==> src/rtl/fcmp_pkg.sv <==
package fcmp_pkg;
    localparam logic [2:0] OP_EQ  = 3'd0;
    localparam logic [2:0] OP_LT  = 3'd1;
    localparam logic [2:0] OP_LE  = 3'd2;
    localparam logic [2:0] OP_MIN = 3'd3;
    localparam logic [2:0] OP_MAX = 3'd4;

    typedef struct packed {
        logic is_nan;
        logic is_snan;
        logic is_zero;
    } fcls_t;
endpackage

==> src/rtl/fcmp_classify.sv <==
module fcmp_classify #(
    parameter int EXP_W = 8,
    parameter int MAN_W = 23
) (
    input  logic [EXP_W+MAN_W:0] val,
    output fcmp_pkg::fcls_t      cls
);
    localparam int FP_W = EXP_W + MAN_W + 1;

    logic [EXP_W-1:0] exp_f;
    logic [MAN_W-1:0] man_f;

    always_comb begin
        exp_f       = val[FP_W-2:MAN_W];
        man_f       = val[MAN_W-1:0];
        cls.is_nan  = (&exp_f) && (|man_f);
        cls.is_snan = (&exp_f) && (|man_f) && !man_f[MAN_W-1];
        cls.is_zero = ~|val[FP_W-2:0];
    end
endmodule

==> src/rtl/fcmp_order.sv <==
module fcmp_order #(
    parameter int EXP_W = 8,
    parameter int MAN_W = 23
) (
    input  logic [EXP_W+MAN_W:0] a,
    input  logic [EXP_W+MAN_W:0] b,
    input  logic                 zero_a,
    input  logic                 zero_b,
    output logic                 lt_num,
    output logic                 eq_num,
    output logic                 lt_tot
);
    localparam int FP_W = EXP_W + MAN_W + 1;

    logic mag_lt, mag_eq, both_zero;

    always_comb begin
        mag_lt    = a[FP_W-2:0] < b[FP_W-2:0];
        mag_eq    = a[FP_W-2:0] == b[FP_W-2:0];
        both_zero = zero_a && zero_b;
        eq_num    = (a == b) || both_zero;
        if (a[FP_W-1] != b[FP_W-1]) begin
            lt_num = a[FP_W-1] && !both_zero;
            lt_tot = a[FP_W-1];
        end else if (!a[FP_W-1]) begin
            lt_num = mag_lt;
            lt_tot = mag_lt;
        end else begin
            lt_num = !mag_lt && !mag_eq;
            lt_tot = !mag_lt && !mag_eq;
        end
    end
endmodule

==> src/rtl/fcmp_unit.sv <==
module fcmp_unit #(
    parameter int EXP_W   = 8,
    parameter int MAN_W   = 23,
    parameter bit REG_OUT = 1'b1
) (
    input  logic                   clk,
    input  logic                   rst_n,
    input  logic [2:0]             op_sel,
    input  logic [EXP_W+MAN_W:0]   src_a,
    input  logic [EXP_W+MAN_W:0]   src_b,
    output logic                   cmp_bit,
    output logic [EXP_W+MAN_W:0]   fp_res,
    output logic                   flag_nv
);
    import fcmp_pkg::*;

    localparam int FP_W = EXP_W + MAN_W + 1;
    localparam logic [FP_W-1:0] CANON_NAN =
        {1'b0, {EXP_W{1'b1}}, 1'b1, {(MAN_W-1){1'b0}}};

    typedef struct packed {
        logic            cmp;
        logic [FP_W-1:0] res;
        logic            nv;
    } fout_t;

    logic [FP_W-1:0] opnd [2];
    fcls_t           cls  [2];
    logic            lt_num, eq_num, lt_tot;
    logic            any_nan, both_nan, any_snan;
    fout_t           out_d, out_q;

    always_comb begin
        opnd[0] = src_a;
        opnd[1] = src_b;
    end

    for (genvar i = 0; i < 2; i++) begin : g_cls
        fcmp_classify #(.EXP_W(EXP_W), .MAN_W(MAN_W)) u_cls (
            .val (opnd[i]),
            .cls (cls[i])
        );
    end

    fcmp_order #(.EXP_W(EXP_W), .MAN_W(MAN_W)) u_order (
        .a      (src_a),
        .b      (src_b),
        .zero_a (cls[0].is_zero),
        .zero_b (cls[1].is_zero),
        .lt_num (lt_num),
        .eq_num (eq_num),
        .lt_tot (lt_tot)
    );

    always_comb begin
        any_nan  = cls[0].is_nan || cls[1].is_nan;
        both_nan = cls[0].is_nan && cls[1].is_nan;
        any_snan = cls[0].is_snan || cls[1].is_snan;
        out_d    = '0;
        case (op_sel)
            OP_EQ: begin
                out_d.cmp = !any_nan && eq_num;
                out_d.nv  = any_snan;
            end
            OP_LT: begin
                out_d.cmp = !any_nan && lt_num;
                out_d.nv  = any_nan;
            end
            OP_LE: begin
                out_d.cmp = !any_nan && (lt_num || eq_num);
                out_d.nv  = any_nan;
            end
            OP_MIN, OP_MAX: begin
                out_d.nv = any_snan;
                if (both_nan)             out_d.res = CANON_NAN;
                else if (cls[0].is_nan)   out_d.res = src_b;
                else if (cls[1].is_nan)   out_d.res = src_a;
                else if (op_sel == OP_MIN) out_d.res = lt_tot ? src_a : src_b;
                else                       out_d.res = lt_tot ? src_b : src_a;
            end
            default: out_d = '0;
        endcase
    end

    if (REG_OUT) begin : g_reg
        always_ff @(posedge clk) begin
            if (!rst_n) out_q <= '0;
            else        out_q <= out_d;
        end

        assert_ltle_nan_flag_R1: assert property (@(posedge clk) disable iff (!rst_n)
            ($past(rst_n) && ($past(op_sel) == OP_LT || $past(op_sel) == OP_LE) && $past(any_nan))
            |-> (flag_nv && !cmp_bit));

        assert_eq_quiet_R2: assert property (@(posedge clk) disable iff (!rst_n)
            ($past(rst_n) && $past(op_sel) == OP_EQ && !$past(any_snan)) |-> !flag_nv);

        assert_cmp_nan_zero_R3: assert property (@(posedge clk) disable iff (!rst_n)
            ($past(rst_n) && $past(op_sel) <= OP_LE && $past(any_nan)) |-> !cmp_bit);

        assert_two_nan_canon_R6: assert property (@(posedge clk) disable iff (!rst_n)
            ($past(rst_n) && ($past(op_sel) == OP_MIN || $past(op_sel) == OP_MAX) && $past(both_nan))
            |-> (fp_res == CANON_NAN));

        assert_one_nan_other_R7: assert property (@(posedge clk) disable iff (!rst_n)
            ($past(rst_n) && ($past(op_sel) == OP_MIN || $past(op_sel) == OP_MAX)
             && $past(cls[0].is_nan) && !$past(cls[1].is_nan)) |-> (fp_res == $past(src_b)));

        assert_pick_operand_R7: assert property (@(posedge clk) disable iff (!rst_n)
            ($past(rst_n) && ($past(op_sel) == OP_MIN || $past(op_sel) == OP_MAX) && !$past(any_nan))
            |-> (fp_res == $past(src_a) || fp_res == $past(src_b)));

        assert_minmax_snan_R8: assert property (@(posedge clk) disable iff (!rst_n)
            ($past(rst_n) && ($past(op_sel) == OP_MIN || $past(op_sel) == OP_MAX) && $past(any_snan))
            |-> flag_nv);

        assert_unused_quiet_R9: assert property (@(posedge clk) disable iff (!rst_n)
            ($past(rst_n) && $past(op_sel) > OP_MAX) |-> (!cmp_bit && !flag_nv && fp_res == '0));
    end else begin : g_comb
        always_comb out_q = out_d;
    end

    always_comb begin
        cmp_bit = out_q.cmp;
        fp_res  = out_q.res;
        flag_nv = out_q.nv;
    end
endmodule

==> config.mk <==
export PLATFORM = sky130hd
export DESIGN_NAME = fcmp_unit
export DESIGN_NICKNAME = d
export VERILOG_FILES = /design/src/rtl/fcmp_pkg.sv /design/src/rtl/fcmp_classify.sv /design/src/rtl/fcmp_order.sv /design/src/rtl/fcmp_unit.sv
export SDC_FILE = /design/constraint.sdc
export NUM_CORES = 1
export LEC_CHECK = 0
export ABC_AREA = 1
export BUFFER_PORTS_ARGS = -buffer_cell sky130_fd_sc_hd__buf_2
export CAP_MARGIN = 20
export CORE_MARGIN = 10
export CORE_UTILIZATION = 40
export CTS_CLUSTER_SIZE = 28
export DETAILED_ROUTE_END_ITERATION = 10
export PLACE_DENSITY_LB_ADDON = 0.12
export SLEW_MARGIN = 15
export SYNTH_ARGS = -nofsm -noshare
export SYNTH_HDL_FRONTEND = slang
export SYNTH_SLANG_ARGS = --single-unit
==> constraint.sdc <==
create_clock -name clk -period 3.13 [get_ports clk]
set_input_delay 0.626 -clock clk [delete_from_list [all_inputs] [get_ports clk]]
set_output_delay 0.626 -clock clk [all_outputs]
set_load 0.005 [all_outputs]
Word-level counts from Yosys, hierarchy flattened:

Cells that the tools add are included.

* bits of input ports: 69
* register bits: 34
* output and inout port bits: 34
* word-level logic and storage cells: 60

* muxes and demuxes: 11
* $lt $le $gt $ge: 1
* bitwise gates (word level): 2
* eq/ne operators: 7
* reduce and logical (&&, ||, !) cells: 35

Operators with widths (count)
* $mux 32: 5
* $reduce_or 31->1: 2
* $reduce_or 23->1: 2
* $eq 32x32->1: 1
* $eq 31x31->1: 1
* $lt 31x31->1: 1
* $mux 31: 1
* $reduce_and 8->1: 2
* $logic_and 1x1->1: 11
* $logic_not 1->1: 8
* $eq 3x2->1 const B: 2
* $reduce_or 3->1: 2
* $logic_or 1x1->1: 4
* $reduce_or 2->1: 2
* $eq 3x1->1 const B: 1
* $eq 3x3->1 const B: 1
* $logic_not 3->1: 1
* $mux 1: 3
* $pmux 1 s3: 1
* $not 1->1: 2
* $pmux 1 s2: 1
* $reduce_and 2->1: 1
* $ne 1x1->1: 1

Depth between registers and ports, before layout:

* depth in word-level cells: 10
* depth in mapped cells: 21
* depth with buffers taken out: 20

Modules after synthesis:

A second synthesis with hierarchy kept.

* cell total of the unflattened synthesis: 464
* area total of the unflattened synthesis: 2803.9 um^2

Modules (own cells, without submodules)
* fcmp_unit: sequential area each 680.7 um^2, times used 1, area an instance 1547.7 um^2, cells an instance 230
* fcmp_order: sequential area each 0.0 um^2, times used 1, area an instance 993.5 um^2, cells an instance 170
* fcmp_classify: sequential area each 0.0 um^2, times used 2, area an instance 131.4 um^2, cells an instance 32

Worst setup path after synthesis:

Ideal clock, no wire load.

* path kind: input to register
* start point: in src_b[30]
* end point: reg out_q, in the netlist fp_res[0]
* arrival time: 2.209 ns
* cell stages on the path: 19
* setup slack: 0.805 ns
* cells stage by stage: inv_1 > ha_1 > nand2_1 > inv_2 > nand2_2 > nor2_4 > nor3b_2 > nand2_1 > nand2_1 > nand2_1 > nand3_2 > nand2_1 > nand2_1 > nand3_2 > nand2_4 > inv_6 > buf_12 > nor2_2 > nor2_1

* word-level cells in the longest chain between the ends: 9
* elaborated cells on any way between the ends: 16

RTL lines
* start, declared: line fcmp_unit.sv:10 `input logic [EXP_W+MAN_W:0] src_b,`
* $lt 31x31->1 / $eq 31x31->1 (equally long branches): line fcmp_order.sv:18, fcmp_order.sv:19
* $logic_not 1->1: line fcmp_order.sv:30 `lt_tot = !mag_lt && !mag_eq;`
* $logic_and 1x1->1: line fcmp_order.sv:30
* $mux 1: line fcmp_order.sv:25 `end else if (!a[FP_W-1]) begin`
* $mux 1: line fcmp_order.sv:22 `if (a[FP_W-1] != b[FP_W-1]) begin`
* $mux 32 (on tied branches): line fcmp_unit.sv:79, fcmp_unit.sv:78
* $mux 32: line fcmp_unit.sv:78 `else if (op_sel == OP_MIN) out_d.res = lt_tot ? src_a : src_b;`
* $mux 32: line fcmp_unit.sv:77 `else if (cls[1].is_nan) out_d.res = src_a;`
* $mux 32: line fcmp_unit.sv:76 `else if (cls[0].is_nan) out_d.res = src_b;`
* end signal, assigned: line fcmp_unit.sv:88 `else out_q <= out_d;`
* end, declared: line fcmp_unit.sv:31 `fout_t out_d, out_q;`

Several ways; a longest one is shown, not always the timed one.
A chain may end at the register's enable or synchronous reset.

Final worst setup path:

* start point: in src_b[22]
* end point: reg out_q, in the netlist fp_res[3]

The elaborated chain is that of the path after synthesis.

==> impl_metrics.csv <==
group,metric,value,unit
status,status,"finished, final reports clean",
setup_path,crit_fanout,31,
setup_path,cp.arrival,2.81,ns
timing,slew_headroom,0.725,
setup_path,worst_path_largest_cell_delay,0.33,ns
synth,yosys_register_bits,34,
synth,synth-edff-count,0,
timing,hold_viol,0,
synth,synth_top_cell_area_share,0.258,
routing,route.vias.total,2712,
synth,synth_top_area_cell,"dfxtp_1",
floorplanning,dieArea,10300,µm²
setup_path,worstPathCellList,"buf_2, inv_1, ha_1, nand2_1, inv_2, nand3_1, nor3_1, nand4_1, nand2_1, nand2_1, nand3_2, nand2_1, nand2_1, nand3_2, nand2_4, inv_6, nor2_2, nor2_1",
floorplanning,die_h,101,µm
final_layout,diodes,0,
synth,synth_mux_area_frac,0,
global_route,grt_pass1_vias,2709,
routing,drt-initial-drc-count,84,
synth,synth-xor-area-share,0,
setup_path,cpMostUsedCell,"nand2_1",
place,gp_congestion,0.848,
timing,fin_hold_ws,0.583,ns
power,leakage,1.77,nW
power,ir_drop,180,µV
routing,remaining_drc_errors,0,
floorplanning,chipWidth,101,µm
clock_tree,root_buffer,"clkbuf_8",
global_route,grt_usage,0.144,
timing,period_needed,2.64,ns
timing,min_period_over_period,0.843,
floorplanning,design.core.area,6390,µm²
synth,syn-cell-area,2640,µm²
timing,rsz0062_at_grt,"false",
worst_hold_path,hold_class,"input pin to flip-flop",
final_layout,drive_above_1_share,0.336,
clock_tree,cts.repair.resized,0,
synth,yosys.area_share.simple,0.348,
synth,synth_cell_type_count,34,
setup_path,crit_cells,18,
synth,synth_flop_cell,"dfxtp_1",
synth,syn_nets,479,
clock_tree,htree_levels,2,
timing,fmax,379,MHz
setup_path,crit_type,"input pin to flip-flop",
floorplanning,start_util,0.414,
setup_path,crit_slowest_cell,"nand2_4",
timing,timing.setup.tns,0,ns
synth,synthArstFlopShare,0,
floorplanning,ios,103,
timing,finalSetupViolations,0,
synth,synth_common_cells,"nand2_1, inv_1, nor2_1",
clock_tree,cts_tree,"done",
global_route,grt_max_degree,32,
place,io_buffer_count,102,
routing,wl_per_cell,13.4,µm
synth,synth_area_leaders,"dfxtp_1, ha_1, nand2_1",
power,p_per_area,341,nW/µm²
final_layout,layout.nets,581,
place,detailed_place_hpwl,6250,µm
final_layout,syn2layout_area_growth,22.7,%
setup_path,worst-path-buf-inv,4,
setup_path,worstPathRequired,3.30,ns
clock_tree,cts.sinks,34,
synth,yosysWarnings,0,
synth,synthAdderAreaFrac,0.156,
flow_run,maxCapViolCount,0,
clock_tree,clk_path_buf_depth,2,
routing,postRouteAntennaNets,0,
setup_path,end_kind,"flip-flop",
synth,synthCells,377,
synth,yosysMostFrequentCell,"nand2_1",
synth,synth_top_family_by_area,"simple AND/OR/NAND/NOR gates",
global_route,grt_pass1_wl,12200,µm
setup_path,critical_path.top_delay_family,"simple AND/OR/NAND/NOR gates",
setup_path,setup.worst_path.start,"src_b[22]",
synth,synth_compound_area_frac,0.115,
floorplanning,num_rows,29,
routing,via_per_inst,4.88,
clock_tree,numCtsBuffers,5,
clock_tree,clk_pin_slew,0.07,ns
clock_tree,post_cts_buffers,0,
timing,drv_slew,0,
routing,dr.pass1.iters,7,
timing,tightestPinTransition,0.409,ns
global_route,antenna_found_initial,0,
clock_tree,postCtsHoldBufs,0,
global_route,gr-total-overflow,0,
synth,syn_avg_cell_area,7.01,µm²
routing,drt-total-wl,7460,µm
setup_path,endpoint,"fp_res[3]",
synth,ys_seq_area_frac,0.258,
setup_path,worst_setup_path_start_kind,"input pin",
[area by class of cell]
class / instances / area, µm²
Sequential cell: 34 / 681
Multi-Input combinational cell: 275 / 1640
Inverter: 59 / 226
Timing Repair Buffer: 104 / 526
Tap cell: 77 / 96.3
Fill cell: 685 / 3140
Clock buffer: 7 / 76.3
[registers in the layout (all words and copies together), names as in the netlist]
signal,count
flag_nv,1
fp_res,32
cmp_bit,1
[worst min-delay path, stage by stage]
cell,delay [ns]
buf_2,0.11
nand2_1,0.05
nor2_1,0.04
[layout by cell type, fill, tap and decap left out, types with 2 or more instances in the layout]
cell      netlist  final
nor2_1         43     43
buf_2           2    102
inv_1          51     51
a21oi_2         9      9
nand4_1        10     10
nand2_2        10     10
a21oi_1        13     13
nand3_1        18     18
inv_2           6      6
clkbuf_8        0      5
dfxtp_1        34     34
nand3_2         2      2
o21ai_1         4      4
nor4_1         14     14
nor2_2         21     21
o21ai_0        22     22
buf_4           1      2
clkbuf_1        1      2
nor3_1          4      4
nand2_1        63     63
ha_1           33     33
[power breakdown]
group / internal [mW] / switching (mW)
registers: 0.451 / 0.00386
logic: 0.131 / 0.214
clock network: 0.153 / 0.151
[routing by layer]
layer,global-route usage,up-vias,part of all wire
met1,0.173,1199,0.47
met4,0.0472,0,0.014
met2,0.230,72,0.43
met3,0.0579,7,0.087
met5,0,-,0
li1,-,1434,-
[stage by stage]
stage / area [µm²] / setup WS (ns) / utilization / total power [mW] / instances
global placement: 3170 / 0.218 / 0.496 / 0.808 / 549
global route: 3240 / 0.237 / 0.508 / 1.19 / 556
finish: 3240 / 0.493 / 0.508 / 1.10 / 556
CTS: 3240 / 0.492 / 0.508 / 1.13 / 556
floorplan: 2640 / 0.805 / - / 0.712 / 377
detailed placement: 3170 / 0.189 / 0.496 / 0.813 / 549
[kinds of logic after synthesis]
| group | after synthesis |
|---|---|
| compound gates | 52 |
| fa+ha+maj | 33 |
| buf+inv | 68 |
| flops | 34 |
| simple gates | 190 |
[worst min-delay path by stage]
stage                          from         end  slack, ns  depth (start not counted)
after floorplan               rst_n     cmp_bit       0.75                          2
after global placement    src_b[20]  fp_res[20]       0.88                          3
after detailed placement      rst_n     cmp_bit       0.88                          3
after CTS                     rst_n     cmp_bit       0.57                          3
after global routing       src_b[9]   fp_res[9]       0.61                          3
final                         rst_n     cmp_bit       0.58                          3
Power figures use the tool's default switching activity.
